**src/rtl/uart_win_pkg.sv**
```systemverilog
package uart_win_pkg;
   typedef enum logic [1:0] {
      WIN_NONE = 2'd0,
      WIN_DATA = 2'd1,
      WIN_STAT = 2'd2,
      WIN_HOLD = 2'd3
   } win_e;
endpackage

```
**src/rtl/uwin_decode.sv**
```systemverilog
module uwin_decode
   import uart_win_pkg::*;
#(
   parameter int ADDR_W = 10,
   parameter int CHAN   = 0
) (
   input  logic [ADDR_W-1:0] addr,
   output logic              chan_hit,
   output win_e              win
);
   localparam int CH_BIT = 9;

   logic [CH_BIT-1:0] off;
   logic              unused_lo;

   assign off       = addr[CH_BIT-1:0];
   assign unused_lo = ^off[1:0];
   assign chan_hit  = (addr[CH_BIT] == CHAN[0]);

   always_comb begin
      if (off[8:6] == 3'b100)      win = WIN_DATA;
      else if (off[8:7] == 2'b11)  win = WIN_STAT;
      else if (off[8:2] == '0)     win = WIN_HOLD;
      else                         win = WIN_NONE;
   end
endmodule

```
**src/rtl/uwin_rx_pack.sv**
```systemverilog
module uwin_rx_pack
   import uart_win_pkg::*;
#(
   parameter int LANES  = 4,
   parameter int BYTE_W = 8,
   parameter int ERR_W  = 4,
   parameter int LVL_W  = 3
) (
   input  logic                    rd,
   input  win_e                    win,
   input  logic [LANES-1:0]        be,
   input  logic [LANES*BYTE_W-1:0] peek_data,
   input  logic [LANES*ERR_W-1:0]  peek_err,
   input  logic [LVL_W-1:0]        avail,
   output logic [LANES*BYTE_W-1:0] rdata,
   output logic [LVL_W-1:0]        pop_cnt,
   output logic                    underflow
);
   localparam int PAIRS = LANES / 2;
   localparam int IDX_W = $clog2(LANES);
   localparam int PAD   = BYTE_W - ERR_W - 1;

   logic [BYTE_W-1:0] dbyte [LANES];
   logic [BYTE_W-1:0] sbyte [LANES];
   logic              uf;

   for (genvar g = 0; g < LANES; g++) begin : g_ent
      assign dbyte[g] = peek_data[g*BYTE_W +: BYTE_W];
      if (PAD > 0) begin : g_pad
         assign sbyte[g] = {{PAD{1'b0}}, peek_err[g*ERR_W +: ERR_W], 1'b1};
      end else begin : g_nopad
         assign sbyte[g] = {peek_err[g*ERR_W +: ERR_W], 1'b1};
      end
   end

   always_comb begin
      int k;
      k     = 0;
      rdata = '0;
      uf    = 1'b0;
      case (win)
         WIN_DATA: begin
            for (int i = 0; i < LANES; i++) begin
               if (be[i]) begin
                  if (k < int'(avail)) begin
                     rdata[i*BYTE_W +: BYTE_W] = dbyte[k[IDX_W-1:0]];
                     k++;
                  end else begin
                     uf = 1'b1;
                  end
               end
            end
         end
         WIN_STAT: begin
            for (int p = 0; p < PAIRS; p++) begin
               if (|be[2*p +: 2]) begin
                  if (k < int'(avail)) begin
                     rdata[2*p*BYTE_W +: BYTE_W]     = dbyte[k[IDX_W-1:0]];
                     rdata[(2*p+1)*BYTE_W +: BYTE_W] = sbyte[k[IDX_W-1:0]];
                     k++;
                  end else begin
                     uf = 1'b1;
                  end
               end
            end
         end
         WIN_HOLD: begin
            if (be[0]) begin
               if (avail != '0) begin
                  rdata[BYTE_W-1:0] = dbyte[0];
                  k = 1;
               end else begin
                  uf = 1'b1;
               end
            end
         end
         default: ;
      endcase
      pop_cnt   = rd ? LVL_W'(k) : '0;
      underflow = rd & uf;
   end
endmodule

```
**src/rtl/uwin_tx_pack.sv**
```systemverilog
module uwin_tx_pack
   import uart_win_pkg::*;
#(
   parameter int LANES  = 4,
   parameter int BYTE_W = 8,
   parameter int LVL_W  = 3
) (
   input  logic                    wr,
   input  win_e                    win,
   input  logic [LANES-1:0]        be,
   input  logic [LANES*BYTE_W-1:0] wdata,
   input  logic [LVL_W-1:0]        room,
   output logic [LANES*BYTE_W-1:0] push_data,
   output logic [LVL_W-1:0]        push_cnt,
   output logic                    overflow
);
   logic [LANES-1:0] lane_ok;
   logic             of;

   for (genvar g = 0; g < LANES; g++) begin : g_lane
      if (g == 0) begin : g_first
         assign lane_ok[g] = (win == WIN_DATA) || (win == WIN_HOLD);
      end else begin : g_rest
         assign lane_ok[g] = (win == WIN_DATA);
      end
   end

   always_comb begin
      int k;
      k         = 0;
      push_data = '0;
      of        = 1'b0;
      for (int i = 0; i < LANES; i++) begin
         if (be[i] && lane_ok[i]) begin
            if (k < int'(room)) begin
               push_data[k*BYTE_W +: BYTE_W] = wdata[i*BYTE_W +: BYTE_W];
               k++;
            end else begin
               of = 1'b1;
            end
         end
      end
      push_cnt = wr ? LVL_W'(k) : '0;
      overflow = wr & of;
   end
endmodule

```
**src/rtl/uart_wide_port.sv**
```systemverilog
module uart_wide_port
   import uart_win_pkg::*;
#(
   parameter int ADDR_W = 10,
   parameter int LANES  = 4,
   parameter int BYTE_W = 8,
   parameter int ERR_W  = 4,
   parameter int CHAN   = 0,
   localparam int LVL_W = $clog2(LANES + 1)
) (
   input  logic                    clk,
   input  logic                    rst_n,
   input  logic                    rd_en,
   input  logic                    wr_en,
   input  logic [ADDR_W-1:0]       addr,
   input  logic [LANES-1:0]        be,
   input  logic [LANES*BYTE_W-1:0] wdata,
   output logic [LANES*BYTE_W-1:0] rd_data,
   output logic                    rd_valid,
   output logic                    rd_underflow,
   input  logic [LANES*BYTE_W-1:0] rx_peek_data,
   input  logic [LANES*ERR_W-1:0]  rx_peek_err,
   input  logic [LVL_W-1:0]        rx_avail,
   output logic [LVL_W-1:0]        rx_pop_cnt,
   input  logic [LVL_W-1:0]        tx_room,
   output logic [LANES*BYTE_W-1:0] tx_push_data,
   output logic [LVL_W-1:0]        tx_push_cnt,
   output logic                    tx_overflow
);
   if (ADDR_W != 10)                   $error("ADDR_W must be 10");
   if (LANES < 2 || (LANES & (LANES - 1)) != 0)
                                       $error("LANES must be a power of two >= 2");
   if (BYTE_W < ERR_W + 1)             $error("BYTE_W too narrow for status");
   if (CHAN != 0 && CHAN != 1)         $error("CHAN must be 0 or 1");

   logic                    chan_hit;
   win_e                    win;
   logic                    rd_go, wr_go;
   logic [LANES*BYTE_W-1:0] rd_next;
   logic                    uf_now, of_now;

   assign rd_go = rd_en & chan_hit;
   assign wr_go = wr_en & chan_hit;

   uwin_decode #(.ADDR_W(ADDR_W), .CHAN(CHAN)) u_dec (
      .addr     (addr),
      .chan_hit (chan_hit),
      .win      (win)
   );

   uwin_rx_pack #(.LANES(LANES), .BYTE_W(BYTE_W), .ERR_W(ERR_W), .LVL_W(LVL_W)) u_rx (
      .rd        (rd_go),
      .win       (win),
      .be        (be),
      .peek_data (rx_peek_data),
      .peek_err  (rx_peek_err),
      .avail     (rx_avail),
      .rdata     (rd_next),
      .pop_cnt   (rx_pop_cnt),
      .underflow (uf_now)
   );

   uwin_tx_pack #(.LANES(LANES), .BYTE_W(BYTE_W), .LVL_W(LVL_W)) u_tx (
      .wr        (wr_go),
      .win       (win),
      .be        (be),
      .wdata     (wdata),
      .room      (tx_room),
      .push_data (tx_push_data),
      .push_cnt  (tx_push_cnt),
      .overflow  (of_now)
   );

   always_ff @(posedge clk or negedge rst_n) begin
      if (!rst_n) begin
         rd_data      <= '0;
         rd_valid     <= 1'b0;
         rd_underflow <= 1'b0;
         tx_overflow  <= 1'b0;
      end else begin
         rd_data      <= rd_go ? rd_next : '0;
         rd_valid     <= rd_go;
         rd_underflow <= uf_now;
         tx_overflow  <= of_now;
      end
   end
endmodule

```
**config.mk**
```make
export PLATFORM = sky130hd
export DESIGN_NAME = uart_wide_port
export DESIGN_NICKNAME = d
export VERILOG_FILES = /design/src/rtl/uart_win_pkg.sv /design/src/rtl/uwin_decode.sv /design/src/rtl/uwin_rx_pack.sv /design/src/rtl/uwin_tx_pack.sv /design/src/rtl/uart_wide_port.sv
export SDC_FILE = /design/constraint.sdc
export NUM_CORES = 1
export LEC_CHECK = 0
export BUFFER_PORTS_ARGS = -buffer_cell sky130_fd_sc_hd__buf_2
export CORE_MARGIN = 2
export CORE_UTILIZATION = 25
export DETAILED_ROUTE_END_ITERATION = 8
export PLACE_DENSITY_LB_ADDON = 0.1
export SYNTH_ARGS = -nofsm -noshare
export SYNTH_HDL_FRONTEND = slang
export SYNTH_SLANG_ARGS = --single-unit
export TNS_END_PERCENT = 20
```
**constraint.sdc**
```tcl
create_clock -name clk -period 14.2 [get_ports clk]
set_input_delay 2.84 -clock clk [delete_from_list [all_inputs] [get_ports clk]]
set_output_delay 2.84 -clock clk [all_outputs]
set_load 0.05 [all_outputs]
```
## Yosys cells after proc, flatten, opt, wreduce, memory -nomap -nowiden

Cells that the tools add are included.

- Register bits after elaboration: 35
- Input port bits: 104

- Add/sub/neg operators: 10
- Magnitude comparators: 13
- Eq/ne operators: 5
- Shifts and indexed selects: 6
- Mux-type cells: 96
- Bitwise operators: 9
- Reductions and logical operators: 9

Operators by type and width:

| cell | count |
|---|---|
| two-way mux 32 bit | 22 |
| < comparator 32 x 4 -> 1 bit | 7 |
| two-way mux 8 bit | 22 |
| adder 32 x 2 -> 32 bit, second input constant | 4 |
| negation 32 -> 33 bit | 3 |
| variable shift 8 x 33 -> 32 bit, first input constant | 3 |
| indexed part select 8 x 33 -> 32 bit | 3 |
| bitwise mux 32 bit | 3 |
| binary-select mux 8 bit (select 2 bit) | 5 |
| two-way mux 16 bit | 3 |
| one-hot mux 24 bit (2 select lines) | 1 |
| two-way mux 1 bit | 25 |
| two-way mux 3 bit | 8 |
| one-hot mux 8 bit (3 select lines) | 1 |
| two-way mux 13 bit | 1 |
| greater-or-equal comparator 3 bit, second input constant | 4 |
| inverter 2 -> 3 bit | 4 |
| adder 3 x 2 -> 3 bit, second input constant | 3 |
| one-hot mux 3 bit (3 select lines) | 1 |
| zero test 7 bit | 1 |
| equality test 2 bit, second input constant | 3 |
| < comparator 1 x 3 -> 1 bit, first input constant | 2 |
| two-way mux 2 bit | 3 |
| bitwise AND 1 bit | 4 |
| 8 further kinds | 12 |

## Depth between registers and ports, before layout

Gate-level depths: netlist of the first run.

- Word-level depth: 22
- Depth in mapped cells: 21
- Depth with buffers taken out: 18

## By module

Synthesis of the first run repeated with hierarchy kept, for this count alone.

- Cells, all modules: 490
- Area total of the unflattened synthesis: 4302.9 µm²

By module, submodules not included:

| module | instances | cells an instance | area an instance (µm²) | sequential area each (µm²) |
|---|---|---|---|---|
| uwin_tx_pack | 1 | 226 | 1637.8 | 0.0 |
| uwin_rx_pack | 1 | 183 | 1491.4 | 0.0 |
| uart_wide_port | 1 | 75 | 1123.6 | 875.8 |
| uwin_decode | 1 | 6 | 50.0 | 0.0 |

## Least setup slack after synthesis of the first run

OpenSTA, ideal clock, no wires.

- Path kind: input to output
- From: input port rx_avail[2]
- To: output port rx_pop_cnt[2]
- Data arrival time: 7.117 ns
- Slack: 4.243 ns
- Stages on the path: 15
- Buffers on the path: 2
- Path through: or2_2 o21ai_0 clkbuf_1 clkinv_1 ha_1 nand2_1 o21ai_0 buf_4 nor4b_1 a21oi_2 ha_1 o41ai_1 nand3_1 xor2_1 nor2_1

- Cells in the longest elaborated chain, start to end: 17
- Elaborated cells on any way between the ends: 26
- Those cells by class: add/sub: 4; order compare: 5; mux: 17

RTL lines:

| what | RTL line | RTL |
|---|---|---|
| from (decl) | uart_wide_port.sv:23 | `input logic [LVL_W-1:0] rx_avail,` |
| < comparator 1 x 3 -> 1 bit | uwin_rx_pack.sv:45, uwin_rx_pack.sv:57 |  |
| two-way mux 1 bit | uwin_rx_pack.sv:45, uwin_rx_pack.sv:57 |  |
| two-way mux 32 bit | uwin_rx_pack.sv:44 | `if (be[i]) begin` |
| two-way mux 32 bit | uwin_rx_pack.sv:41 | `case (win)` |
| adder 32 x 2 -> 32 bit or < comparator 32 x 4 -> 1 bit (tied branches) | uwin_rx_pack.sv:47, uwin_rx_pack.sv:45 |  |
| two-way mux 32 bit | uwin_rx_pack.sv:45 | `if (k < int'(avail)) begin` |
| two-way mux 32 bit | uwin_rx_pack.sv:44 |  |
| two-way mux 32 bit | uwin_rx_pack.sv:41 |  |
| adder 32 x 2 -> 32 bit or < comparator 32 x 4 -> 1 bit (tied branches) | uwin_rx_pack.sv:47, uwin_rx_pack.sv:45 |  |
| two-way mux 32 bit | uwin_rx_pack.sv:45 |  |
| two-way mux 32 bit | uwin_rx_pack.sv:44 |  |
| two-way mux 32 bit | uwin_rx_pack.sv:41 |  |
| < comparator 32 x 4 -> 1 bit or adder 3 x 2 -> 3 bit (tied branches) | uwin_rx_pack.sv:45, uwin_rx_pack.sv:47 |  |
| two-way mux 3 bit | uwin_rx_pack.sv:45 |  |
| two-way mux 3 bit | uwin_rx_pack.sv:44 |  |
| one-hot mux 3 bit (3 select lines) (*) | uwin_rx_pack.sv:41 |  |
| two-way mux 3 bit (*) | uwin_rx_pack.sv:79 | `pop_cnt = rd ? LVL_W'(k) : '0;` |
| to (decl) | uart_wide_port.sv:24 | `output logic [LVL_W-1:0] rx_pop_cnt,` |

Every way passes the cells marked *; elsewhere a longest branch is shown, timed or not. The select of a mux whose other input is x is not followed.

## Worst setup path after layout of the first run

- From: input port addr[3]
- To: output port tx_push_data[31]

- Cells in the longest elaborated chain, start to end: 19
- Elaborated cells on any way between the ends: 39
- Those cells by class: add/sub: 5; order compare: 3; eq/ne: 2; shift: 6; mux: 17; reduce/logical: 6

RTL lines:

| what | RTL line | RTL |
|---|---|---|
| from (decl) | uart_wide_port.sv:15 | `input logic [ADDR_W-1:0] addr,` |
| zero test 7 bit (*) | uwin_decode.sv:23 | `else if (off[8:2] == '0) win = WIN_HOLD;` |
| two-way mux 2 bit (*) | uwin_decode.sv:23 |  |
| two-way mux 2 bit (*) | uwin_decode.sv:22 | `else if (off[8:7] == 2'b11) win = WIN_STAT;` |
| two-way mux 2 bit (*) | uwin_decode.sv:21 | `if (off[8:6] == 3'b100) win = WIN_DATA;` |
| equality test 2 x 1 -> 1 bit or equality test 2 bit (tied branches) | uwin_tx_pack.sv:22, uwin_tx_pack.sv:24 |  |
| logical OR 1 bit | uwin_tx_pack.sv:22 | `assign lane_ok[g] = (win == WIN_DATA) \|\| (win == WIN_HOLD);` |
| logical AND 1 bit | uwin_tx_pack.sv:34 | `if (be[i] && lane_ok[i]) begin` |
| two-way mux 32 bit | uwin_tx_pack.sv:34 |  |
| [3 not listed] | n/a |  |
| adder 32 x 2 -> 32 bit (tied with other cells) | uwin_tx_pack.sv:37 | `k++;` |
| two-way mux 32 bit (tied with other cells) | uwin_tx_pack.sv:35 | `if (k < int'(room)) begin` |
| two-way mux 32 bit or bitwise mux 32 bit (tied branches) | uwin_tx_pack.sv:34, uwin_tx_pack.sv:36 |  |
| negation 32 -> 33 bit or two-way mux 32 bit (tied branches) | uwin_tx_pack.sv:36, uwin_tx_pack.sv:35 |  |
| indexed part select 8 x 33 -> 32 bit (tied with other cells) | uwin_tx_pack.sv:36 | `push_data[k*BYTE_W +: BYTE_W] = wdata[i*BYTE_W +: BYTE_W];` |
| bitwise mux 32 bit | uwin_tx_pack.sv:36 |  |
| two-way mux 32 bit | uwin_tx_pack.sv:35 |  |
| two-way mux 32 bit (*) | uwin_tx_pack.sv:34 |  |
| to (decl) | uart_wide_port.sv:26 | `output logic [LANES*BYTE_W-1:0] tx_push_data,` |

Every way passes the cells marked *; elsewhere a longest branch is shown, timed or not.

==> results_tabular.tex, run 1 <==
\begin{tabular}{lr}
\hline
Metric & Value \\
\hline
\multicolumn{2}{l}{\textbf{Pwr}} \\
Static leakage & 2.32 nW \\
Power Dens Cells & 65.4 nW/um2 \\
Worst IR drop on VDD & 34.5 uV \\
\multicolumn{2}{l}{\textbf{Critical path}} \\
Worst setup EP type & output port \\
Data arrival, critical path & 7910 ps \\
Type of origin of the critical path & input pin \\
Crit. Startpoint & addr[3] \\
Critical path peak fanout & 9 \\
Worst setup path class & in -> out \\
Required time worst endpoint & 11,360 ps \\
Critical Path Sink & tx\_push\_data[31] \\
\multicolumn{2}{l}{\textbf{Placed design}} \\
Weighted congestion at the end of routability-driven global placement & 0.878 \\
Number of port buffers & 166 \\
Placed Instance Area & 4540 um2 \\
HPWL after DPL & 10.5 mm \\
\multicolumn{2}{l}{\textbf{STA}} \\
Max-slew headroom at the worst pin & 22.2\% \\
Slew at the pin with the worst max-slew slack & 1140 ps \\
Total negative slack for setup checks & 0 ps \\
Number of hold violations in the final report & 0 \\
Fmax achieved & 93.0 MHz \\
Unrepaired setup endpoints after global routing & false \\
Number of pins with negative max-slew slack in the final report & 0 \\
Endpoints failing setup & 0 \\
Part of the cycle the worst path needs & 75.7\% \\
Minimum period implied by the final worst setup slack & 10,750 ps \\
\multicolumn{2}{l}{\textbf{Clock tree}} \\
CTS H-tree lvls & 2 \\
Cts repair resizes & 0 \\
CTS clk-pin slew, worst paths & 50 ps \\
Number of buffers added by the clock tree synthesis step & 5 \\
Number of buffers inserted by hold repair at cts & 0 \\
Largest buffer count on any clock path & 2 \\
Clock tree from TritonCTS & built \\
Root cell of the clock tree & clkbuf\_16 \\
Number of sinks on the clock net & 35 \\
Buffer count from post-CTS setup fixing & 0 \\
\multicolumn{2}{l}{\textbf{Floorplan}} \\
Chip Height & 123 um \\
Number of core rows & 43 \\
I/O pins & 177 \\
Floorplan core area & 13,900 um2 \\
Initial Util & 25.6\% \\
Die outline area & 15,200 um2 \\
Chip Width & 123 um \\
\multicolumn{2}{l}{\textbf{Synthesis}} \\
Synthesized area & 3560 um2 \\
Warnings, synthesis & 0 \\
Number of enable-type register cells in the synthesized netlist & 0 \\
Mean instance size in the synthesized netlist & 8.55 um2 \\
Predominant post-synthesis flop cell & dfrtp\_1 \\
Leading area contributor after synthesis & dfrtp\_1 \\
Sequential fraction of the synthesis area & 24.6\% \\
Post-synthesis sequential element count & 35 \\
Fraction of registers with async set or reset after synthesis & 100\% \\
Largest cells by area after synthesis & dfrtp\_1, mux4\_2, nand2\_1 \\
Count of unique library cells instantiated by Yosys & 64 \\
Net count of the mapped netlist & 531 \\
Count of mapped cells out of synthesis & 416 \\
Area share of the largest cell type after synthesis & 24.6\% \\
\multicolumn{2}{l}{\textbf{Finish}} \\
P\&R area growth vs syn & 31.7\% \\
Number of nets in the layout & 689 \\
Diode insertion count for antenna repair & 0 \\
Proportion of layout cells with a drive suffix above 1 & 39.7\% \\
Layout Cell Area excl Fill & 4680 um2 \\
\multicolumn{2}{l}{\textbf{Flow run}} \\
Max-cap violation count & 0 \\
\multicolumn{2}{l}{\textbf{Global routing}} \\
Total congestion overflow after global routing & 0 \\
Via count of the first global-routing pass & 3,756 \\
Wire length of the first global-routing pass & 20.4 mm \\
Initial antenna violation count & 0 \\
Pin count of the biggest net entering global routing & 36 \\
Tot GR Track Use & 17.3\% \\
\multicolumn{2}{l}{\textbf{Outcome}} \\
Result of the run & completed \\
\multicolumn{2}{l}{\textbf{Routing}} \\
Routed vias/inst & 5.14 \\
Detailed Route WL & 13.4 mm \\
Via count & 3,872 \\
Antenna violation net count after detailed routing & 0 \\
WL/cell & 17.8 um \\
Number of optimization iterations in the first detailed-route pass & 4 \\
DRT iter0 DRCs & 229 \\
Residual DRC & 0 \\
\multicolumn{2}{l}{\textbf{Worst hold path}} \\
Class of the tightest hold or removal check & in -> async \\
\hline
\end{tabular}
[worst min path at each step]
| stage | start | to | slack, ps |
|---|---|---|---|
| after global placement | rst_n | rd_data[6] | 2970 |
| after CTS | rst_n | rd_data[7] | 2680 |
| after global routing | rst_n | rd_data[5] | 2720 |
| final | rst_n | rd_data[5] | 2650 |
| after floorplan | rst_n | rd_data[0] | 2540 |
| after detailed placement | rst_n | rd_data[6] | 2970 |
[cell usage after synthesis, types with 4 or more instances]
cell type   n
nand2b_1    7
inv_1       9
a22o_1     25
mux2_2      9
mux2_4      8
nand2_1    67
clkbuf_1    6
nand3_1    11
nor3_1      5
mux4_2     16
o21ai_0    13
buf_2       6
and2_1     13
mux2i_1    10
a22oi_1     7
nor2_1     43
a31oi_1     4
ha_1       11
dfrtp_1    35
a21oi_1    47
[cell families after synthesis]
logic type                 Yosys count  share of synthesized area (%)
muxes                               43                           19.2
and+or+nand+nor                    173                           23.9
adders and majority gates           15                           5.03
AOI/OAI and AO/OA                  117                           22.5
DFF                                 35                           24.6
xor gates and xnor gates             2                          0.493
buffers and inverters               31                           4.26
[placed cells by master (no fill, tap or decap), types with 2 or more instances in the layout]
master     synthesis  layout
nand2b_1           7       7
ha_1              11      11
clkinv_1           2       2
a21oi_1           47      47
or2_2              2       2
nand4_1            2       2
o31ai_1            2       2
nand2_1           67      67
and3_1             3       3
nand3_1           11      11
buf_4              1       4
mux4_2            16      16
nor3_1             5       5
nor2b_1            2       2
or3_1              3       3
a21boi_0           2       2
buf_2              6     166
inv_1              9       9
mux2_4             8       8
o21ai_0           13      12
o22ai_1            2       2
a22oi_1            7       7
mux2i_1           10       9
mux2_2             9       9
nor2_1            43      43
a31oi_1            4       4
and2_1            13      13
maj3_1             3       3
a211oi_1           2       2
a22o_1            25      25
a2111oi_2          2       2
nor4b_1            3       3
clkbuf_16          0       5
dfrtp_1           35      35
[area by class of cell]
type	instances	area, um2
inverter	12	45.0
timing repair buffer	170	861
sequential	35	876
clock buffer	6	139
clock inverter	1	5.00
multi-input combinational	350	2530
tap	180	225
fill	1490	9200
[per-stage QoR]
step / std cells / util, % / hold slack [ps] / setup WS [ps] / total power [mW]
4_1_cts: 754 / 33.7 / 2680 / 3450 / 0.310
3_3_place_gp: 747 / 32.7 / 2970 / 3510 / 0.199
5_1_grt: 754 / 33.7 / 2720 / 3060 / 0.323
6_report: 754 / 33.7 / 2650 / 3450 / 0.306
3_5_place_dp: 747 / 32.7 / 2970 / 3500 / 0.200
2_1_floorplan: 416 / - / 2540 / 4240 / 0.164
[report_power, final]
part	switching, mW	internal [mW]	leakage (nW)
clock network	0.0392	0.0684	0.0727
logic	0.0594	0.0382	1.77
registers	0.000217	0.101	0.487
[layer usage]
layer  vias to the layer above  wire length (um)  GRT usage [%]  share of wire, %
met2                       150              6430           28.8                48
met4                         0               139           4.40               1.0
li1                       1863                 -              -                 -
met3                         9               848           1.66               6.3
met5                         -                 0              0                 0
met1                      1850              6020           23.9                45
[state kept, by name, summed over array words and instances (netlist names)]
| signal | cells |
|---|---|
| rd_valid | 1 |
| rd_data | 32 |
| rd_underflow | 1 |
| tx_overflow | 1 |
[worst max-delay path, stage by stage]
cell and delay (ps):
buf_2 90, or4_4 580, nand2b_1 100, nand2_1 140
nor2_1 620, ha_1 260, nand2_1 130, o2111ai_1 700
nor2_1 150, ha_1 250, nand2b_1 160, a21oi_1 120
mux2i_1 90, a31oi_1 190, o311a_1 490, and3b_1 500
a22o_1 220, buf_2 270
(Power assumes the default switching activity.)
==> inputs of run 2 (changes only) <==
- clock period: 14.2 -> 9.4 ns (I/O delays scaled with it)
==> run 2 against run 1 <==
Compared with the run above: total power up 61%; combinational power up 52%; sequential cell count unchanged; sequential share of layout area down 0.24 points; cell area up 1.3%; first-iteration DRC count down 15%; critical path type unchanged; largest power group unchanged; critical endpoint is now rx_pop_cnt[0].
==> results_tabular.tex, run 2 (synthesis gave the netlist of run 1 again) <==
\begin{tabular}{lr}
\hline
Metric & Value \\
\hline
\multicolumn{2}{l}{\textbf{Finish}} \\
P\&R area growth vs syn & 33.4\% (was 31.7\%) \\
Most frequent cells in the layout & buf\_2, nand2\_1, a21oi\_1 (unchanged) \\
Top register by number of flip-flops & rd\_data (unchanged) \\
Area of combinational cells with multiple inputs & 2530 um2 (unchanged) \\
Number of nets in the layout & 693 (was 689) \\
Combined flip-flop and latch cell area & 876 um2 (unchanged) \\
Number of flip-flops under the largest register name & 32 (unchanged) \\
Layout Cell Area excl Fill & 4740 um2 (was 4680 um2) \\
Most common library cell in the layout ignoring fill and taps & buf\_2 (unchanged) \\
Utilization after layout & 34.2\% (was 33.7\%) \\
Proportion of layout cells with a drive suffix above 1 & 40.2\% (was 39.7\%) \\
Diode insertion count for antenna repair & 0 (unchanged) \\
Count of filler cells inserted in the layout & 1,511 (was 1,490) \\
\multicolumn{2}{l}{\textbf{Routing}} \\
Via count & 3,916 (was 3,872) \\
WL/cell & 17.4 um (was 17.8 um) \\
Antenna violation net count after detailed routing & 0 (unchanged) \\
Total length of routed met3 wires & 737 um (was 848 um) \\
Detailed Route WL & 13.2 mm (was 13.4 mm) \\
Routed vias/inst & 5.16 (was 5.14) \\
Detailed-route wire length on metal 1 & 5.84 mm (was 6.02 mm) \\
DRT iter0 DRCs & 194 (was 229) \\
Number of optimization iterations in the first detailed-route pass & 5 (was 4) \\
DR WL met2 & 6.42 mm (was 6.43 mm) \\
Highest routing layer actually used & met4 (unchanged) \\
Residual DRC & 0 (unchanged) \\
\multicolumn{2}{l}{\textbf{Clock tree}} \\
CTS H-tree lvls & 2 (unchanged) \\
Largest buffer count on any clock path & 2 (unchanged) \\
Number of buffers inserted by hold repair at cts & 0 (unchanged) \\
Clock tree from TritonCTS & built (unchanged) \\
Root cell of the clock tree & clkbuf\_16 (unchanged) \\
Number of buffers added by the clock tree synthesis step & 5 (unchanged) \\
Buffer count from post-CTS setup fixing & 0 (unchanged) \\
Number of sinks on the clock net & 35 (unchanged) \\
Cts repair resizes & 0 (unchanged) \\
CTS clk-pin slew, worst paths & 50 ps (about the same) \\
\multicolumn{2}{l}{\textbf{Pwr}} \\
Static leakage & 2.36 nW (was 2.32 nW) \\
Worst IR drop on VDD & 67.7 uV (was 34.5 uV) \\
Power Dens Cells & 104 nW/um2 (was 65.4 nW/um2) \\
\multicolumn{2}{l}{\textbf{Floorplan}} \\
Number of core rows & 43 (unchanged) \\
Chip Width & 123 um (unchanged) \\
I/O pins & 177 (unchanged) \\
Die outline area & 15,200 um2 (unchanged) \\
Initial Util & 25.6\% (unchanged) \\
Floorplan core area & 13,900 um2 (unchanged) \\
Chip Height & 123 um (unchanged) \\
\multicolumn{2}{l}{\textbf{STA}} \\
Slew at the pin with the worst max-slew slack & 1200 ps (was 1140 ps) \\
Part of the cycle the worst path needs & 90.5\% \\
Fmax achieved & 118 MHz \\
Number of pins with negative max-slew slack in the final report & 0 (unchanged) \\
Endpoints failing setup & 0 (unchanged) \\
Number of hold violations in the final report & 0 (unchanged) \\
Unrepaired setup endpoints after global routing & false (unchanged) \\
Max-slew headroom at the worst pin & 19.2\% (was 22.2\%) \\
Total negative slack for setup checks & 0 ps (unchanged) \\
Minimum period implied by the final worst setup slack & 8510 ps \\
\multicolumn{2}{l}{\textbf{Critical path}} \\
Data arrival, critical path & 6630 ps (was 7910 ps) \\
Worst setup path class & in -> out (unchanged) \\
Critical path peak fanout & 11 (was 9) \\
Critical path's slowest cell & o41ai\_1 (was o2111ai\_1) \\
Worst setup EP type & output port (unchanged) \\
CP peak stage delay & 710 ps (was 700 ps) \\
Cell family with most CP delay & simple AND/OR/NAND/NOR gates (unchanged) \\
Critical-path cell list & buf\_2 > or2\_2 > o21ai\_0 > clkinv\_1 > ha\_1 > nand2\_1 > o21ai\_1 > buf\_4 > nor4b\_1 > a21oi\_2 > ha\_1 > o41ai\_1 > nand2\_1 > or3\_1 > nand3\_1 > buf\_2 (was buf\_2 > or4\_4 > nand2b\_1 > nand2\_1 > nor2\_1 > ha\_1 > nand2\_1 > o2111ai\_1 > nor2\_1 > ha\_1 > nand2b\_1 > a21oi\_1 > mux2i\_1 > a31oi\_1 > o311a\_1 > and3b\_1 > a22o\_1 > buf\_2) \\
Type of origin of the critical path & input pin (unchanged) \\
Required time worst endpoint & 7520 ps (was 11,360 ps) \\
Number of buffers and inverters on the critical path & 4 (was 2) \\
\multicolumn{2}{l}{\textbf{Placed design}} \\
Number of port buffers & 166 (unchanged) \\
Placed Instance Area & 4570 um2 (was 4540 um2) \\
HPWL after DPL & 10.4 mm (was 10.5 mm) \\
Weighted congestion at the end of routability-driven global placement & 0.882 (was 0.878) \\
\multicolumn{2}{l}{\textbf{Worst hold path}} \\
Class of the tightest hold or removal check & in -> async (unchanged) \\
\multicolumn{2}{l}{\textbf{Global routing}} \\
Initial antenna violation count & 0 (unchanged) \\
Via count of the first global-routing pass & 3,730 (was 3,756) \\
Pin count of the biggest net entering global routing & 36 (unchanged) \\
Tot GR Track Use & 16.9\% (was 17.3\%) \\
Wire length of the first global-routing pass & 20.0 mm (was 20.4 mm) \\
Total congestion overflow after global routing & 0 (unchanged) \\
\multicolumn{2}{l}{\textbf{Flow run}} \\
Max-cap violation count & 0 (unchanged) \\
\multicolumn{2}{l}{\textbf{Outcome}} \\
Result of the run & completed (unchanged) \\
\hline
\end{tabular}
==> run 2: power breakdown <==
group / total, mW / internal, mW / switching (mW) / leakage, nW
combinational: 0.148 / 0.0586 / 0.0893 / 1.79
clock: 0.192 / 0.132 / 0.0605 / 0.0868
sequential: 0.153 / 0.152 / 0.000364 / 0.487
total: 0.493 / 0.343 / 0.150 / 2.36
==> run 2: metal layers <==
metal	vias to the layer above	global-route usage [%]
li1	1865	-
met1	1896	23.5
met2	140	28.1
met3	15	1.43
met4	0	5.04
met5	-	0
==> run 2: through the flow <==
stage | total power, mW | setup WS [ps] | cells | hold slack (ps)
3_5_place_dp | 0.304 | 897 | 751 | 2010
2_1_floorplan | 0.247 | 1360 | 416 | 1580
3_3_place_gp | 0.302 | 1020 | 751 | 2010
4_1_cts | 0.498 | 869 | 759 | 1710
5_1_grt | 0.518 | 485 | 759 | 1750
6_report | 0.493 | 890 | 759 | 1680
==> run 2: area by class of cell <==
cell class | instances | area share (%)
Multi-Input combinational cell | 350 | 53.4
Timing Repair Buffer | 174 | 18.8
Sequential cell | 35 | 18.5
Tap cell | 180 | 4.75
Clock buffer | 6 | 2.93
Inverter | 12 | 0.949
Clock inverter | 2 | 0.738
==> run 2: final timing paths <==
kind                                  to  slack (ps)  cells past startpoint        start
setup / recovery           rx_pop_cnt[0]         890                     16  rx_avail[2]
hold / removal                rd_data[6]        1680                      1        rst_n
max in group asynchronous    rd_data[27]        7220                      1        rst_n
min in group clk                rd_valid        1850                      2      addr[9]
